## config.mk

```make
export PLATFORM = sky130hd
export DESIGN_NAME = dseq_top
export DESIGN_NICKNAME = d
export VERILOG_FILES = /design/src/rtl/dseq_pkg.sv /design/src/rtl/dseq_addr_adv.sv /design/src/rtl/dseq_ctrl.sv /design/src/rtl/dseq_top.sv
export SDC_FILE = /design/constraint.sdc
export NUM_CORES = 1
export LEC_CHECK = 0
export BUFFER_PORTS_ARGS = -buffer_cell sky130_fd_sc_hd__buf_2
export CORE_MARGIN = 2
export CORE_UTILIZATION = 40
export CTS_BUF_LIST = sky130_fd_sc_hd__clkbuf_2
export DETAILED_ROUTE_END_ITERATION = 10
export GPL_ROUTABILITY_DRIVEN = 0
export PLACE_DENSITY = 0.71
export SYNTH_ARGS = -nofsm -noshare
export SYNTH_HDL_FRONTEND = slang
export SYNTH_SLANG_ARGS = --single-unit
export TNS_END_PERCENT = 30
```

## constraint.sdc

```tcl
create_clock -name clk -period 2.9 [get_ports clk]
set_input_delay 0.435 -clock clk [delete_from_list [all_inputs] [get_ports clk]]
set_output_delay 0.435 -clock clk [all_outputs]
set_load 0.02 [all_outputs]
```

## src/rtl/dseq_pkg.sv

```systemverilog
package dseq_pkg;

  typedef enum logic [2:0] {
    S_IDLE,
    S_CHECK,
    S_BLK,
    S_POST,
    S_ONE,
    S_FIN
  } seq_st_t;

  typedef enum logic [1:0] {
    DONE_OK    = 2'd0,
    DONE_PHASE = 2'd1,
    DONE_OVER  = 2'd2,
    DONE_UNDER = 2'd3
  } done_code_t;

  localparam logic [7:0] RESIDUE_AFTER_ONE = 8'd2;

  // block count decrement by modular addition of 255
  function automatic logic [7:0] cnt_dec(input logic [7:0] c);
    return c + 8'hFF;
  endfunction

  function automatic logic [7:0] sw_cnt(input logic [31:0] w);
    return w[23:16];
  endfunction

  function automatic logic [7:0] sw_res(input logic [31:0] w);
    return w[31:24];
  endfunction

endpackage

```

## src/rtl/dseq_addr_adv.sv

```systemverilog
module dseq_addr_adv #(
  parameter int BLK_BYTES  = 512,
  parameter int ADDR_BYTES = 4
) (
  input  logic [ADDR_BYTES*8-1:0] cur,
  output logic [ADDR_BYTES*8-1:0] nxt
);
  localparam int STEP = BLK_BYTES / 256;

  logic [ADDR_BYTES-1:1] cy;

  assign nxt[7:0] = cur[7:0];

  for (genvar i = 1; i < ADDR_BYTES; i++) begin : g_byte
    logic [8:0] sum;
    if (i == 1) begin : g_first
      assign sum = {1'b0, cur[15:8]} + 9'(STEP);
    end else begin : g_rest
      assign sum = {1'b0, cur[8*i +: 8]} + {8'd0, cy[i-1]};
    end
    assign nxt[8*i +: 8] = sum[7:0];
    assign cy[i]         = sum[8];
  end

  // the top carry marks a wrap of the whole pointer
  always_comb begin
    if (cy[ADDR_BYTES-1]) a_r3_wrap_lower : assert (nxt < cur);
    else                  a_r3_no_wrap_higher : assert (nxt > cur);
  end

endmodule

```

## src/rtl/dseq_ctrl.sv

```systemverilog
module dseq_ctrl
  import dseq_pkg::*;
#(
  parameter int BLK_BYTES = 512,
  parameter int AW        = 32
) (
  input  logic          clk,
  input  logic          rst_n,
  input  logic          start,
  input  logic          dir_in,
  input  logic [31:0]   state_in,
  input  logic [AW-1:0] addr_in,
  input  logic          phase_ok,
  input  logic          mv_ack,
  input  logic [AW-1:0] ad_nxt,
  output logic [AW-1:0] ad,
  output logic [31:0]   sw,
  output logic          dir,
  output logic          mv_req,
  output logic          mv_block,
  output logic          addr_we,
  output logic          state_we,
  output logic          done,
  output logic [1:0]    done_code
);

  seq_st_t st;

  logic [7:0] cnt, res;
  logic       cnt_zero, res_err, ev_block_end, ev_phase_lost, ev_err, ev_fin;

  assign cnt      = sw_cnt(sw);
  assign res      = sw_res(sw);
  assign cnt_zero = (cnt == 8'd0);

  // named internal events
  assign ev_block_end  = (st == S_BLK) && mv_ack;
  assign ev_phase_lost = (st == S_POST) && !phase_ok;
  assign res_err       = cnt_zero && (res != 8'd0);
  assign ev_err        = (st == S_CHECK) && res_err;
  assign ev_fin        = (st == S_FIN);

  always_ff @(posedge clk) begin
    if (!rst_n) begin
      st  <= S_IDLE;
      ad  <= '0;
      sw  <= '0;
      dir <= 1'b0;
    end else begin
      unique case (st)
        S_IDLE: if (start) begin
          ad  <= addr_in;
          sw  <= state_in;
          dir <= dir_in;
          st  <= S_CHECK;
        end
        S_CHECK: begin
          if (!cnt_zero)    st <= S_BLK;
          else if (res_err) st <= S_IDLE;
          else              st <= S_ONE;
        end
        S_BLK: if (mv_ack) begin
          ad         <= ad_nxt;
          sw[23:16]  <= cnt_dec(cnt);
          st         <= S_POST;
        end
        S_POST: st <= phase_ok ? S_CHECK : S_IDLE;
        S_ONE: if (mv_ack) begin
          sw[31:24] <= RESIDUE_AFTER_ONE;
          st        <= S_FIN;
        end
        S_FIN:   st <= S_IDLE;
        default: st <= S_IDLE;
      endcase
    end
  end

  assign mv_req   = (st == S_BLK) || (st == S_ONE);
  assign mv_block = (st == S_BLK);
  assign addr_we  = (st == S_POST);
  assign state_we = ev_phase_lost || ev_fin;
  assign done     = ev_err || ev_phase_lost || ev_fin;

  always_comb begin
    if (ev_err)             done_code = dir ? DONE_OVER : DONE_UNDER;
    else if (ev_phase_lost) done_code = DONE_PHASE;
    else                    done_code = DONE_OK;
  end

  // a block request is held until acknowledged
  a_r2_req_held : assert property (@(posedge clk) disable iff (!rst_n)
    (mv_req && !mv_ack) |=> mv_req);

  // the block address is stable while waiting
  a_r2_addr_stable : assert property (@(posedge clk) disable iff (!rst_n)
    (mv_block && !mv_ack) |=> $stable(ad));

  // write-back follows the acknowledged block by one cycle
  a_r3_wb_after_block : assert property (@(posedge clk) disable iff (!rst_n)
    ev_block_end |=> addr_we);

  // the pointer moved by one block length
  a_r3_step : assert property (@(posedge clk) disable iff (!rst_n)
    addr_we |-> (ad == $past(ad) + AW'(BLK_BYTES)));

  // one count per block
  a_r4_cnt_dec : assert property (@(posedge clk) disable iff (!rst_n)
    addr_we |-> (cnt == $past(cnt) - 8'd1));

  // errors write nothing back
  a_r7_err_no_wb : assert property (@(posedge clk) disable iff (!rst_n)
    (done && done_code[1]) |-> (!state_we && !addr_we && !mv_req));

  // single-cycle done, state write-back only with done
  a_r9_done_pulse : assert property (@(posedge clk) disable iff (!rst_n)
    done |=> !done);
  a_r9_swe_with_done : assert property (@(posedge clk) disable iff (!rst_n)
    state_we |-> done);

endmodule

```

## src/rtl/dseq_top.sv

```systemverilog
module dseq_top #(
  parameter int BLK_BYTES  = 512,
  parameter int ADDR_BYTES = 4
) (
  input  logic                    clk,
  input  logic                    rst_n,
  input  logic                    start,
  input  logic                    dir_in,
  input  logic [31:0]             state_in,
  input  logic [ADDR_BYTES*8-1:0] addr_in,
  input  logic                    phase_ok,
  input  logic                    mv_ack,
  output logic                    mv_req,
  output logic                    mv_block,
  output logic                    mv_dir,
  output logic [ADDR_BYTES*8-1:0] mv_addr,
  output logic [ADDR_BYTES*8-1:0] addr_wb,
  output logic                    addr_we,
  output logic [31:0]             state_wb,
  output logic                    state_we,
  output logic                    done,
  output logic [1:0]              done_code
);
  localparam int AW = ADDR_BYTES * 8;

  logic [AW-1:0] ad, ad_nxt;
  logic [31:0]   sw;
  logic          dir;

  dseq_addr_adv #(.BLK_BYTES(BLK_BYTES), .ADDR_BYTES(ADDR_BYTES)) u_adv (
    .cur (ad),
    .nxt (ad_nxt)
  );

  dseq_ctrl #(.BLK_BYTES(BLK_BYTES), .AW(AW)) u_ctrl (
    .clk       (clk),
    .rst_n     (rst_n),
    .start     (start),
    .dir_in    (dir_in),
    .state_in  (state_in),
    .addr_in   (addr_in),
    .phase_ok  (phase_ok),
    .mv_ack    (mv_ack),
    .ad_nxt    (ad_nxt),
    .ad        (ad),
    .sw        (sw),
    .dir       (dir),
    .mv_req    (mv_req),
    .mv_block  (mv_block),
    .addr_we   (addr_we),
    .state_we  (state_we),
    .done      (done),
    .done_code (done_code)
  );

  assign mv_dir   = dir;
  assign mv_addr  = ad;
  assign addr_wb  = ad;
  assign state_wb = sw;

endmodule

```

==> impl_metrics.json, run 1 <==
{
  "grt_setup_unrepaired": "true",
  "die_x_um": 97.62,
  "die_y_um": 97.62,
  "setup_viol": 0,
  "drv_cap": 0,
  "crit_arrival_ps": 2340,
  "final_util": 0.5063,
  "hold_violations": 0,
  "slew_viol_final": 0,
  "wirelength_um": 10030,
  "placed_area_um2": 4194,
  "remaining_drc_errors": 0,
  "fin_worst_skew_ps": 20.05,
  "numCtsBuffers": 9,
  "top_layer_used": "met4",
  "cts.clk_slew.worst_paths_ps": 210,
  "drt_iter0_markers": 137,
  "cp-end-kind": "primary output",
  "tightest_slew_ps": 908.4,
  "grt_max_degree": 41,
  "diodes": 0,
  "ys_ff_latch": 68,
  "finalNonFillerCells": 700,
  "hold_ws_ps": 127.5,
  "multiInputGateArea_um2": 1755,
  "seqCellArea_um2": 1371,
  "syn_to_final_growth_pct": 24.09,
  "reg2regPathDepth": 13,
  "vias": 3706,
  "start_util": 0.4080,
  "fmax_ghz": 0.3599,
  "syn-cell-area_um2": 3506,
  "crit_fanout": 8,
  "crit_type": "register to primary output",
  "netlist.area_leader.share": 0.3883,
  "critPathRequiredTime_ps": 2470,
  "core-area_um2": 8593,
  "drive_gt1_frac": 0.3682,
  "postSynthAreaPerCell_um2": 7.638,
  "vdd_ir_drop_max_uv": 259.1,
  "async_reset_ff_frac": 0,
  "grt_pass1_vias": 3150,
  "clock-sinks": 68,
  "grt_overflow_total": 0,
  "status": "complete, no violations",
  "cts_tree": "done",
  "first_pass_iters": 4,
  "dieArea_um2": 9530,
  "setup-tns-final_ps": 0,
  "syn_nets": 536,
  "dpl.cell_count": 683,
  "vias_per_cell": 5.294,
  "rows": 34,
  "clockBufferDepth": 2,
  "period_share": 0.9582,
  "setup.worst_path.start_class": "register",
  "ys_types": 47,
  "synth.area.top_cells": "dfxtp_1 39%, nand2_1 9.9%, a21oi_1 8.0%",
  "min_period_ps": 2779,
  "fin_area_um2": 4350,
  "routed-wl-met3_um": 554,
  "synth-edff-count": 0,
  "synth_flop_cell": "dfxtp_1",
  "min_path_cells": 3,
  "cts_root_buffer": "clkbuf_2",
  "final_nets": 664,
  "hp-class": "input pin to register",
  "powerDensity_nw_per_um2": 641.6,
  "num_io_pins": 174,
  "port_buffers": 173,
  "seq_area_frac_synth": 0.3883,
  "met2WireLength_um": 4768,
  "slew_headroom": 0.3944,
  "syn_inst": 459,
  "grt_antenna_before_repair": 0,
  "synth_largest_area_cell": "dfxtp_1",
  "hpwlAfterDp_um": 7121,
  "grt_usage": 0.2013,
  "grt_pass1_wl_um": 15680,
  "routedWlPerCell_um": 14.33,
  "clk-insertion-delay-late_ps": 510,
  "yosysWarnings": 0,
  "met1Wirelength_um": 4428,
  "postRouteAntennaNets": 0,
  "p_leak_nw": 2.072,
  "fill_cells": 909,
  "hold_buffers": 0,
  "h-tree-depth": 3
}
-- cells by family after synthesis --
logic type | count (synthesis) | synth area share
multiplexers | 1 | 0.002855
AND/OR/NAND/NOR | 175 | 0.2320
buffers and inverters | 76 | 0.1213
XOR/XNOR | 1 | 0.002499
flip-flops | 68 | 0.3883
AO/OA/AOI/OAI | 131 | 0.2281
adder cells (fa/ha/maj) | 7 | 0.02498
-- power by group --
group,internal (W),total (W),switching (W)
combinational,0.000368,0.00103,0.000665
clock,0.000194,0.000556,0.000362
sequential,0.00106,0.00120,0.000143
-- Yosys cell counts, types with 2 or more instances --
cell type	n
buf_2	7
clkinv_1	2
nor4_1	3
a22oi_1	8
nand2_1	92
and4_1	2
nand2b_1	3
and2_0	3
dfxtp_1	68
a211oi_1	6
o22ai_1	8
ha_1	7
nor2_1	25
a311oi_1	11
o21ai_0	21
a21oi_1	56
nand4_1	2
a31oi_1	5
nor2b_1	2
o211ai_1	3
o31a_1	3
nor3b_1	4
nor3_1	13
clkbuf_1	24
and3_1	3
inv_1	9
buf_4	33
o21a_1	3
nand3_1	11
o31ai_1	2
or3_1	4
-- registers in the layout, indices dropped and copies added (netlist names) --
register / flops
u_ctrl.ad: 32
u_ctrl.st: 3
u_ctrl.sw: 32
u_ctrl.dir: 1
-- cell usage in the layout (no fill, tap or decap), drive strengths merged, types with 4 or more instances in the layout --
| master | count |
|---|---|
| a211oi | 6 |
| a21oi | 56 |
| a22oi | 8 |
| a311oi | 11 |
| a31oi | 5 |
| and2 | 4 |
| buf | 182 |
| clkbuf | 9 |
| clkinv | 6 |
| dfxtp | 68 |
| ha | 7 |
| inv | 9 |
| nand2 | 92 |
| nand3 | 11 |
| nor2 | 25 |
| nor3 | 14 |
| nor3b | 4 |
| o21ai | 21 |
| o22ai | 8 |
| or3 | 4 |
-- per-stage QoR --
step	setup slack [ps]	total power, W
6_report	121.1	0.002791
3_5_place_dp	11.14	0.002244
2_1_floorplan	264.5	0.001975
4_1_cts	38.37	0.002807
5_1_grt	-4.760	0.002963
3_3_place_gp	143.6	0.002223
-- final timing paths --
kind                                endpoint  slack [ps]                       start
hold / removal     u_ctrl.ad[8]$_SDFFE_PN0P_         130                  addr_in[8]
setup / recovery                done_code[0]         120  u_ctrl.sw[19]$_SDFFE_PN0P_
hold reg to reg    u_ctrl.sw[0]$_SDFFE_PN0P_         470   u_ctrl.sw[0]$_SDFFE_PN0P_
setup reg to reg  u_ctrl.ad[30]$_SDFFE_PN0P_         240  u_ctrl.ad[12]$_SDFFE_PN0P_
-- what timing repair did --
item,CTS,global route
buffers inserted,0,1
endpoints found under the setup margin,2,6
resized for setup,2,13
pin swaps,0,3
-- area by class of cell --
class	count	share of cell area
inverter	11	0.009779
multi-input combinational	315	0.4035
clock inverter	7	0.01553
sequential	68	0.3152
clock buffer	9	0.01035
tap	108	0.03106
timing repair buffer	182	0.2146
-- worst max-delay path, stage by stage (launching register included) --
cell	delay [ps]
dfxtp_2	400
or4_4	580
nor4b_4	360
nand3_2	140
o21ai_0	170
buf_2	190
-- per-layer routing --
metal  vias to the layer above  track usage
met5                         -            0
met4                         0      0.09188
met3                        21      0.03525
met2                       123       0.3236
met1                      1727       0.2634
li1                       1835            -
(Power assumes the default switching activity.)
==> run 2: changes to the inputs <==
--- a/config.mk
+++ b/config.mk
@@ -5,7 +5,7 @@
 export SDC_FILE = /design/constraint.sdc
 export NUM_CORES = 1
 export LEC_CHECK = 0
-export BUFFER_PORTS_ARGS = -buffer_cell sky130_fd_sc_hd__buf_2
+export BUFFER_PORTS_ARGS = -buffer_cell sky130_fd_sc_hd__buf_4
 export CORE_MARGIN = 2
 export CORE_UTILIZATION = 40
 export CTS_BUF_LIST = sky130_fd_sc_hd__clkbuf_2
==> run 2 against run 1 <==
  * Final cell count unchanged
  * Sequential cell count did not move
  * Fmax is 0.45% lower
  * Critical path depth stayed put
  * Cell area increased by 11%
  * Wire length up 2.7%
==> impl_metrics.json, run 2 (synthesis gave the netlist of run 1 again) <==
{
  "dpl.cell_count": 683,
  "hpwlAfterDp_um": 7330,
  "crit_fanout": 8,
  "clock-sinks": 68,
  "final_util": 0.5606,
  "grt_pass1_wl_um": 16570,
  "final.setup.worst_slack_ps": 108.4,
  "crit_arrival_ps": 2360,
  "r2r-end": "u_ctrl.ad[30]$_SDFFE_PN0P_",
  "cts_root_buffer": "clkbuf_2",
  "grt_pass1_vias": 3330,
  "critPathRequiredTime_ps": 2470,
  "remaining_drc_errors": 0,
  "vdd_ir_drop_max_uv": 275.7,
  "h-tree-depth": 3,
  "final_common_cell": "buf_4",
  "rrSetupSlack_ps": 140,
  "final_nets": 664,
  "finalNonFillerCells": 700,
  "die_x_um": 97.62,
  "numCtsBuffers": 9,
  "diodes": 0,
  "fin_worst_skew_ps": 16.56,
  "cp-startpoint": "u_ctrl.sw[19]$_SDFFE_PN0P_",
  "core-area_um2": 8593,
  "grt_antenna_before_repair": 0,
  "powerDensity_nw_per_um2": 643.9,
  "rows": 34,
  "largest_registers": "u_ctrl.ad x32, u_ctrl.sw x32, u_ctrl.st x3",
  "cts.clk_slew.worst_paths_ps": 200,
  "dieArea_um2": 9530,
  "drt_iter0_markers": 130,
  "slew_viol_final": 0,
  "tightest_slew_ps": 889.4,
  "fill_cells": 801,
  "drive_gt1_frac": 0.3581,
  "rr_startpoint": "u_ctrl.ad[10]$_SDFFE_PN0P_",
  "slew_headroom": 0.4070,
  "period_share": 0.9626,
  "wirelength_um": 10300,
  "num_io_pins": 174,
  "start_util": 0.4080,
  "reg2regPathDepth": 13,
  "setup.worst_path.start_class": "register",
  "power_w": 0.003102,
  "status": "complete, no violations",
  "pre_cts_ws_ps": 44.50,
  "hold_violations": 0,
  "grt_usage": 0.2082,
  "endpoint": "done_code[0]",
  "cts_tree": "done",
  "clk-insertion-delay-late_ps": 490,
  "hold_ws_ps": 156.8,
  "min_period_ps": 2792,
  "first_pass_iters": 4,
  "routedWlPerCell_um": 14.71,
  "postRouteAntennaNets": 0,
  "final_cell_mix": "182 x buf_4, 92 x nand2_1, 66 x dfxtp_1",
  "grt_overflow_total": 0,
  "clockBufferDepth": 2,
  "crit_type": "register to primary output",
  "hp-class": "input pin to register",
  "vias_per_cell": 5.299,
  "p_leak_nw": 2.174,
  "port_buffers": 173,
  "cp-end-kind": "primary output",
  "setup_viol": 0,
  "fmax_ghz": 0.3582,
  "grt_max_degree": 41,
  "drv_cap": 0,
  "vias": 3709,
  "die_y_um": 97.62,
  "syn_to_final_growth_pct": 37.40
}
==> run 2: cell count changes in the layout (fill, tap and decap cells not counted), sizes merged <==
cell / before / now
bufinv: 1 / 3
clkbuf: 9 / 10
clkinv: 6 / 5
clkinvlp: 2 / 0
==> run 2: final cells by class <==
class,count,area (µm²),share of cell area
clock buffer,10,50.05,0.01039
clock inverter,6,112.6,0.02338
inverter,11,41.29,0.008571
multi-input combinational,315,1745,0.3623
timing repair buffer,182,1366,0.2836
sequential,68,1366,0.2836
tap,108,135.1,0.02805
==> run 2: report_power, final <==
group	internal, W	total, W	leakage [nW]	switching (W)
logic	0.000493	0.00116	1.52	0.000667
clock network	0.000377	0.000733	0.0961	0.000356
registers	0.00106	0.00121	0.560	0.000150
total	0.00193	0.00310	2.17	0.00117
==> run 2: worst min-delay path by stage <==
| stage | cells past startpoint | start | endpoint |
|---|---|---|---|
| 2_1_floorplan | 2 | u_ctrl.sw[25]$_SDFFE_PN0P_ | u_ctrl.sw[25]$_SDFFE_PN0P_ |
| 3_3_place_gp | 2 | u_ctrl.sw[11]$_SDFFE_PN0P_ | u_ctrl.sw[11]$_SDFFE_PN0P_ |
| 3_5_place_dp | 2 | u_ctrl.sw[14]$_SDFFE_PN0P_ | u_ctrl.sw[14]$_SDFFE_PN0P_ |
| 4_1_cts | 3 | addr_in[7] | u_ctrl.ad[7]$_SDFFE_PN0P_ |
| 5_1_grt | 3 | addr_in[8] | u_ctrl.ad[8]$_SDFFE_PN0P_ |
| 6_report | 3 | dir_in | u_ctrl.dir$_SDFFE_PN0P_ |
==> run 2: repair_timing <==
action / CTS / global route
resized for setup: 0 / 8
buffers inserted: 0 / 1
hold buffers: 0 / 0
setup endpoints to repair: 0 / 5
==> run 2: metal layers <==
layer  up-vias  global-route usage  wire (µm)
li1       1834                   -          -
met1      1743              0.2683       4331
met2       116              0.3528       5255
met3        16             0.02734        520
met4         0             0.08120        189
met5         -                   0          0
==> run 2: metrics by stage <==
step,setup TNS [ps],area (µm²)
after floorplan,0,3506
after global placement,0,4627
after detailed placement,0,4627
after CTS,0,4790
after global routing,-70.70,4817
final,0,4817
==> run 2: critical path, stage by stage (launching register included) <==
cell and delay, ps:
dfxtp_2 400, or4_4 590, nor4b_4 330, nand3_1 180
o21ai_0 210, buf_4 170
